**config.mk**
```make
export PLATFORM = sky130hd
export DESIGN_NAME = snoop_wt_cache
export DESIGN_NICKNAME = d
export VERILOG_FILES = /design/src/rtl/snc_pkg.sv /design/src/rtl/snc_line_store.sv /design/src/rtl/snc_ctrl.sv /design/src/rtl/snoop_wt_cache.sv
export SDC_FILE = /design/constraint.sdc
export NUM_CORES = 2
export LEC_CHECK = 0
export ABC_CLOCK_PERIOD_IN_PS = 8670
export BUFFER_PORTS_ARGS = -buffer_cell sky130_fd_sc_hd__buf_2
export CAP_MARGIN = 20
export CORE_MARGIN = 4
export CORE_UTILIZATION = 35
export CTS_BUF_LIST = sky130_fd_sc_hd__clkbuf_8 sky130_fd_sc_hd__clkbuf_16
export CTS_CLUSTER_DIAMETER = 80
export CTS_CLUSTER_SIZE = 30
export DETAILED_ROUTE_END_ITERATION = 12
export MAX_ROUTING_LAYER = met4
export PLACE_DENSITY_LB_ADDON = 0.05
export SLEW_MARGIN = 20
export SYNTH_ARGS = -nofsm -noshare
export SYNTH_HDL_FRONTEND = slang
export SYNTH_SLANG_ARGS = --single-unit
export TNS_END_PERCENT = 30
```
**constraint.sdc**
```tcl
create_clock -name clk -period 8.67 [get_ports clk]
set_clock_uncertainty 0.15 [all_clocks]
set_input_delay 0.4335 -clock clk [delete_from_list [all_inputs] [get_ports clk]]
set_output_delay 0.4335 -clock clk [all_outputs]
set_load 0.02 [all_outputs]
```
**src/rtl/snc_pkg.sv**
```systemverilog
package snc_pkg;

  typedef enum logic [1:0] {
    ST_IDLE = 2'd0,
    ST_LOOK = 2'd1,
    ST_BUS  = 2'd2,
    ST_WAIT = 2'd3
  } snc_state_e;

endpackage

```
**src/rtl/snc_line_store.sv**
```systemverilog
module snc_line_store #(
  parameter int ADDR_W = 16,
  parameter int DATA_W = 32,
  parameter int LINES  = 16,
  parameter int ID_W   = 2,
  parameter logic [ID_W-1:0] MY_ID = '0,
  localparam int IDX_W = $clog2(LINES),
  localparam int TAG_W = ADDR_W - IDX_W
) (
  input  logic              clk,
  input  logic              rst_n,
  input  logic [ADDR_W-1:0] look_addr,
  input  logic              fill_en,
  input  logic [DATA_W-1:0] fill_data,
  input  logic              upd_en,
  input  logic [DATA_W-1:0] upd_data,
  input  logic              snp_valid,
  input  logic              snp_we,
  input  logic [ADDR_W-1:0] snp_addr,
  input  logic [ID_W-1:0]   snp_master,
  output logic              hit,
  output logic [DATA_W-1:0] hit_data,
  output logic [LINES-1:0]  line_valid,
  output logic              inv_evt,
  output logic              kill_evt
);

  function automatic logic [IDX_W-1:0] idx_of(input logic [ADDR_W-1:0] a);
    return a[IDX_W-1:0];
  endfunction

  function automatic logic [TAG_W-1:0] tag_of(input logic [ADDR_W-1:0] a);
    return a[ADDR_W-1:IDX_W];
  endfunction

  logic [TAG_W-1:0]  tag_q  [LINES];
  logic [DATA_W-1:0] data_q [LINES];
  logic [LINES-1:0]  valid_q;
  logic [LINES-1:0]  snp_match;
  logic [LINES-1:0]  fill_kill;

  wire remote_wr = snp_valid && snp_we && (snp_master != MY_ID);

  for (genvar g = 0; g < LINES; g++) begin : g_line
    wire sel_g   = (idx_of(look_addr) == IDX_W'(g));
    wire snoop_g = remote_wr && (idx_of(snp_addr) == IDX_W'(g));
    wire fill_g  = fill_en && sel_g;

    assign snp_match[g] = snoop_g && valid_q[g] && (tag_q[g] == tag_of(snp_addr));
    assign fill_kill[g] = fill_g && snoop_g && (tag_of(snp_addr) == tag_of(look_addr));

    always_ff @(posedge clk) begin
      if (!rst_n) begin
        valid_q[g] <= 1'b0;
        tag_q[g]   <= '0;
        data_q[g]  <= '0;
      end else if (fill_g) begin
        valid_q[g] <= !fill_kill[g];
        tag_q[g]   <= tag_of(look_addr);
        data_q[g]  <= fill_data;
      end else begin
        if (snp_match[g]) valid_q[g] <= 1'b0;
        if (upd_en && sel_g) data_q[g] <= upd_data;
      end
    end
  end

  assign hit        = valid_q[idx_of(look_addr)] && (tag_q[idx_of(look_addr)] == tag_of(look_addr));
  assign hit_data   = data_q[idx_of(look_addr)];
  assign line_valid = valid_q;
  assign inv_evt    = |snp_match;
  assign kill_evt   = |fill_kill;

endmodule

```
**src/rtl/snc_ctrl.sv**
```systemverilog
module snc_ctrl
  import snc_pkg::*;
#(
  parameter int ADDR_W = 16,
  parameter int DATA_W = 32
) (
  input  logic              clk,
  input  logic              rst_n,
  input  logic              core_req,
  input  logic              core_we,
  input  logic [ADDR_W-1:0] core_addr,
  input  logic [DATA_W-1:0] core_wdata,
  output logic              core_busy,
  output logic              core_done,
  output logic [DATA_W-1:0] core_rdata,
  output logic              bus_req,
  input  logic              bus_gnt,
  output logic              bus_we,
  output logic [ADDR_W-1:0] bus_addr,
  output logic [DATA_W-1:0] bus_wdata,
  input  logic              bus_ack,
  input  logic [DATA_W-1:0] bus_rdata,
  input  logic              hit,
  input  logic [DATA_W-1:0] hit_data,
  output logic [ADDR_W-1:0] req_addr,
  output logic              fill_en,
  output logic              upd_en,
  output logic              hit_done,
  output logic              wait_st
);

  snc_state_e        state_q;
  logic              we_q;
  logic [ADDR_W-1:0] addr_q;
  logic [DATA_W-1:0] wdata_q;
  logic              done_q;
  logic [DATA_W-1:0] rdata_q;

  assign hit_done = (state_q == ST_LOOK) && !we_q && hit;
  assign wait_st  = (state_q == ST_WAIT);
  wire   ack_now  = wait_st && bus_ack;
  assign fill_en  = ack_now && !we_q;
  assign upd_en   = ack_now && we_q && hit;

  always_ff @(posedge clk) begin
    if (!rst_n) begin
      state_q <= ST_IDLE;
      we_q    <= 1'b0;
      addr_q  <= '0;
      wdata_q <= '0;
      done_q  <= 1'b0;
      rdata_q <= '0;
    end else begin
      done_q <= 1'b0;
      unique case (state_q)
        ST_IDLE: if (core_req) begin
          we_q    <= core_we;
          addr_q  <= core_addr;
          wdata_q <= core_wdata;
          state_q <= ST_LOOK;
        end
        ST_LOOK: if (hit_done) begin
          done_q  <= 1'b1;
          rdata_q <= hit_data;
          state_q <= ST_IDLE;
        end else begin
          state_q <= ST_BUS;
        end
        ST_BUS: if (bus_gnt) state_q <= ST_WAIT;
        ST_WAIT: if (bus_ack) begin
          done_q  <= 1'b1;
          rdata_q <= we_q ? '0 : bus_rdata;
          state_q <= ST_IDLE;
        end
        default: state_q <= ST_IDLE;
      endcase
    end
  end

  assign core_busy  = (state_q != ST_IDLE);
  assign core_done  = done_q;
  assign core_rdata = rdata_q;
  assign bus_req    = (state_q == ST_BUS);
  assign bus_we     = we_q;
  assign bus_addr   = addr_q;
  assign bus_wdata  = wdata_q;
  assign req_addr   = addr_q;

endmodule

```
**src/rtl/snoop_wt_cache.sv**
```systemverilog
module snoop_wt_cache #(
  parameter int ADDR_W = 16,
  parameter int DATA_W = 32,
  parameter int LINES  = 16,
  parameter int ID_W   = 2,
  parameter logic [ID_W-1:0] MY_ID = '0
) (
  input  logic              clk,
  input  logic              rst_n,
  input  logic              core_req,
  input  logic              core_we,
  input  logic [ADDR_W-1:0] core_addr,
  input  logic [DATA_W-1:0] core_wdata,
  output logic              core_busy,
  output logic              core_done,
  output logic [DATA_W-1:0] core_rdata,
  output logic              bus_req,
  input  logic              bus_gnt,
  output logic              bus_we,
  output logic [ADDR_W-1:0] bus_addr,
  output logic [DATA_W-1:0] bus_wdata,
  input  logic              bus_ack,
  input  logic [DATA_W-1:0] bus_rdata,
  input  logic              snp_valid,
  input  logic              snp_we,
  input  logic [ADDR_W-1:0] snp_addr,
  input  logic [ID_W-1:0]   snp_master
);

  logic              hit;
  logic [DATA_W-1:0] hit_data;
  logic [ADDR_W-1:0] req_addr;
  logic              fill_en;
  logic              upd_en;
  logic              hit_done;
  logic              wait_st;
  logic [LINES-1:0]  line_valid;
  logic              inv_evt;
  logic              kill_evt;

  snc_ctrl #(.ADDR_W(ADDR_W), .DATA_W(DATA_W)) i_ctrl (
    .clk(clk), .rst_n(rst_n),
    .core_req(core_req), .core_we(core_we), .core_addr(core_addr), .core_wdata(core_wdata),
    .core_busy(core_busy), .core_done(core_done), .core_rdata(core_rdata),
    .bus_req(bus_req), .bus_gnt(bus_gnt), .bus_we(bus_we), .bus_addr(bus_addr),
    .bus_wdata(bus_wdata), .bus_ack(bus_ack), .bus_rdata(bus_rdata),
    .hit(hit), .hit_data(hit_data), .req_addr(req_addr),
    .fill_en(fill_en), .upd_en(upd_en), .hit_done(hit_done), .wait_st(wait_st)
  );

  snc_line_store #(
    .ADDR_W(ADDR_W), .DATA_W(DATA_W), .LINES(LINES), .ID_W(ID_W), .MY_ID(MY_ID)
  ) i_store (
    .clk(clk), .rst_n(rst_n),
    .look_addr(req_addr), .fill_en(fill_en), .fill_data(bus_rdata),
    .upd_en(upd_en), .upd_data(bus_wdata),
    .snp_valid(snp_valid), .snp_we(snp_we), .snp_addr(snp_addr), .snp_master(snp_master),
    .hit(hit), .hit_data(hit_data), .line_valid(line_valid),
    .inv_evt(inv_evt), .kill_evt(kill_evt)
  );

endmodule

```
==> summary.md <==
| Metric | Value |
|---|---|
| Status | complete, no violations |
| Via-per-instance ratio | 6.16 |
| Final Instance Area | 45,300 um2 |
| Setup TNS | 0 ns |
| Slew @ Worst Pin | 1.25 ns |
| Share of the synthesized area in the top cell type | 52.8% |
| Share of cells above drive strength 1 | 18.6% |
| #FFs+latches synth | 808 |
| Routed wire length | 161,000 um |
| Detailed placement HPWL | 98,500 um |
| Pleak | 0.0156 uW |
| Max frequency | 163 MHz |
| Mean Syn Cell Area | 12.5 um2 |
| Slew Limit Fails | 0 |
| Worst-Skew Late Latency | 0.72 ns |
| Slowest stage cell, crit path | o21ai_4 |
| Register area share after synthesis | 58.0% |
| Largest net degree at the start of global routing | 117 |
| Antenna violations before repair | 5 |
| Initial core utilization | 35.4% |
| Period minus WS final | 6.12 ns |
| Rows | 123 |
| Vias in the first global route | 29,500 |
| Routed Antenna Nets | 0 |
| Number of setup buffers added after CTS | 0 |
| Die Width | 346 um |
| Number of port buffers | 189 |
| Most common cell on crit path | buf_4 |
| Post-synth EDFFs | 704 |
| Nets | 3,379 |
| Die ar. | 120,000 um2 |
| DR iter-0 viols | 3,786 |
| Placer Congestion | 0.921 |
| CTS tree | built |
| Commonest cells post-synth | edfxtp_1 (704), a21oi_1 (409), nand2_1 (290) |
| CP arrival | 6.32 ns |
| VDD IR-drop max | 161 uV |
| Type of destination of the critical path | flop |
| Clock sinks | 808 |
| Clock root cell | clkbuf_16 |
| H-tree depth | 2 |
| Gr usage total | 26.9% |
| First-pass GRT wire length | 227,000 um |
| Die Height | 346 um |
| Rel. slew slack | 17.0% |
| Hold_buf cts | 72 |
| Reg clk slew, reported paths | 0.12 ns |
| Synth top area cells | edfxtp_1 (53%), mux4_2 (11%), dfxtp_1 (5.2%), a21oi_1 (5.1%), and3_1 (3.1%) |
| Maxcap violations | 0 |
| Drt pass-1 iters | 6 |
| Total CTS buffers | 52 |
| Total core area | 113,000 um2 |
| DP Area | 42,600 um2 |
| Hold WS | 0.0470 ns |
| Critical path class | flop to flop |
| Dpl cells | 4,646 |
| CTS-repair resized insts | 0 |
| Synth warnings | 0 |
| Clock tree buffer depth | 3 |
| Power Density | 192 nW/um2 |
| CP max stage delay | 0.94 ns |
| Gr ovfl total | 0 |
| Final hold violations | 0 |
| Worst Setup Start Kind | flop |
| Vias | 29,700 |
| RSZ-0062 raised after global routing | no |
| Area growth syn-to-layout | 13.1% |
| Hold crit path type | primary input to flop |
| Top-count cell post-synth | edfxtp_1 |
| Gate Count Post-Synth | 3,211 |
| Synth async-reset ratio | 0% |
| Worst Path Required | 8.87 ns |
| Syn nets | 3,317 |
| Tcrit/Tclk final | 70.6% |
| I/O Pins | 190 |
| Final cell count without fillers | 4,818 |
| Synth cell types | 57 |
| Top cell type by total area after synthesis | edfxtp_1 |
| Crit path cell chain | nor2b_4 -> buf_4 -> a22o_1 -> nor2_1 -> or3_1 -> or4_4 -> nor4_4 -> buf_4 -> nand3_1 -> o21ai_4 -> buf_4 |
| DRC errors left | 0 |
| Count of final setup violators | 0 |
| Post-Syn Area | 40,100 um2 |
| Crit path max fanout | 63 |
| Avg WL per Cell | 33.4 um |
| Synth Flop Type | edfxtp_1 |
[power breakdown]
group / internal, uW / leakage, uW / switching, uW
sequential: 4350 / 0.00812 / 153
combinational: 383 / 0.00653 / 773
clock: 1320 / 0.000964 / 1710
[metal layers]
metal	up-vias	track usage [%]	wire [um]
met5	-	-	0
li1	12400	-	-
met2	1746	39.4	71300
met3	238	4.97	14900
met1	15300	38.8	70900
met4	0	6.17	3960
[final timing paths]
check,endpoint,slack (ns),startpoint,depth (start not counted)
min,i_ctrl.core_rdata[19],0.05,bus_rdata[19],4
min reg2reg,i_store.line_valid[0],0.32,i_store.line_valid[0],2
max,i_store.data_q[3][12],2.55,i_ctrl.bus_addr[2],11
max reg2reg,i_store.data_q[3][12],2.55,i_ctrl.bus_addr[2],11
[cell usage in the layout, fill, tap and decap left out, types with 12 or more instances in the layout]
| cell type | instances |
|---|---|
| buf_4 | 70 |
| a21boi_0 | 50 |
| and3_1 | 196 |
| mux2i_1 | 44 |
| edfxtp_1 | 704 |
| nand4_1 | 133 |
| dfxtp_1 | 100 |
| a31oi_1 | 32 |
| nor3b_1 | 33 |
| inv_1 | 18 |
| nand2_1 | 289 |
| a21oi_1 | 409 |
| clkbuf_16 | 53 |
| mux4_2 | 196 |
| o21ai_0 | 24 |
| o21ai_4 | 13 |
| nor2_1 | 106 |
| nand3_1 | 89 |
| and2_1 | 24 |
| a41oi_1 | 23 |
| buf_2 | 188 |
| nor4_1 | 17 |
| o211ai_1 | 12 |
| a22o_1 | 37 |
| dlygate4sd3_1 | 72 |
| xnor2_1 | 131 |
| o21a_1 | 12 |
| nor3_1 | 18 |
| xor2_1 | 79 |
[area by class of cell]
cell class / count / area, um2
fillers: 10700 / 67800
flip-flops and latches: 808 / 23200
inverters: 17 / 63.8
repair buffers: 336 / 2290
clock buffers: 53 / 1330
diodes: 1 / 2.50
well taps: 1500 / 1880
multi-input cells: 2058 / 15900
clock inverters: 45 / 661
[through the flow]
stage / utilization [%] / worst slack [ns] / total power [uW]
after floorplan: - / 2.52 / 5170
after CTS: 40.0 / 2.38 / 8730
after global placement: 37.6 / 2.46 / 5700
after global routing: 40.1 / 2.39 / 8960
after detailed placement: 37.7 / 2.44 / 5710
final: 40.1 / 2.55 / 8690
[sequential cells by signal, summed over array words and instances, names as in the netlist, named ones only]
name / count
i_store.data_q: 512
i_store.tag_q: 192
i_ctrl.bus_wdata: 32
i_ctrl.core_rdata: 32
i_ctrl.bus_addr: 16
i_store.line_valid: 16
i_ctrl.bus_we: 1
i_ctrl.core_done: 1
i_ctrl.state_q: 1
[worst max-delay path, delay by kind of cell, from the launching register on]
kind / cells / cell delay [ns]
AOI/OAI and AO/OA: 2 / 1.22
buffers and inverters: 3 / 1.63
DFF: 1 / 0.70
and+or+nand+nor: 6 / 2.01
[kinds of logic after synthesis]
group	synth area share, %
and+or+nand+nor	12.3
DFF	58.0
AOI/OAI and AO/OA	9.46
buffers and inverters	3.37
muxes	12.4
xor gates and xnor gates	4.59
No activity file was read; power rests on OpenSTA's default activity.
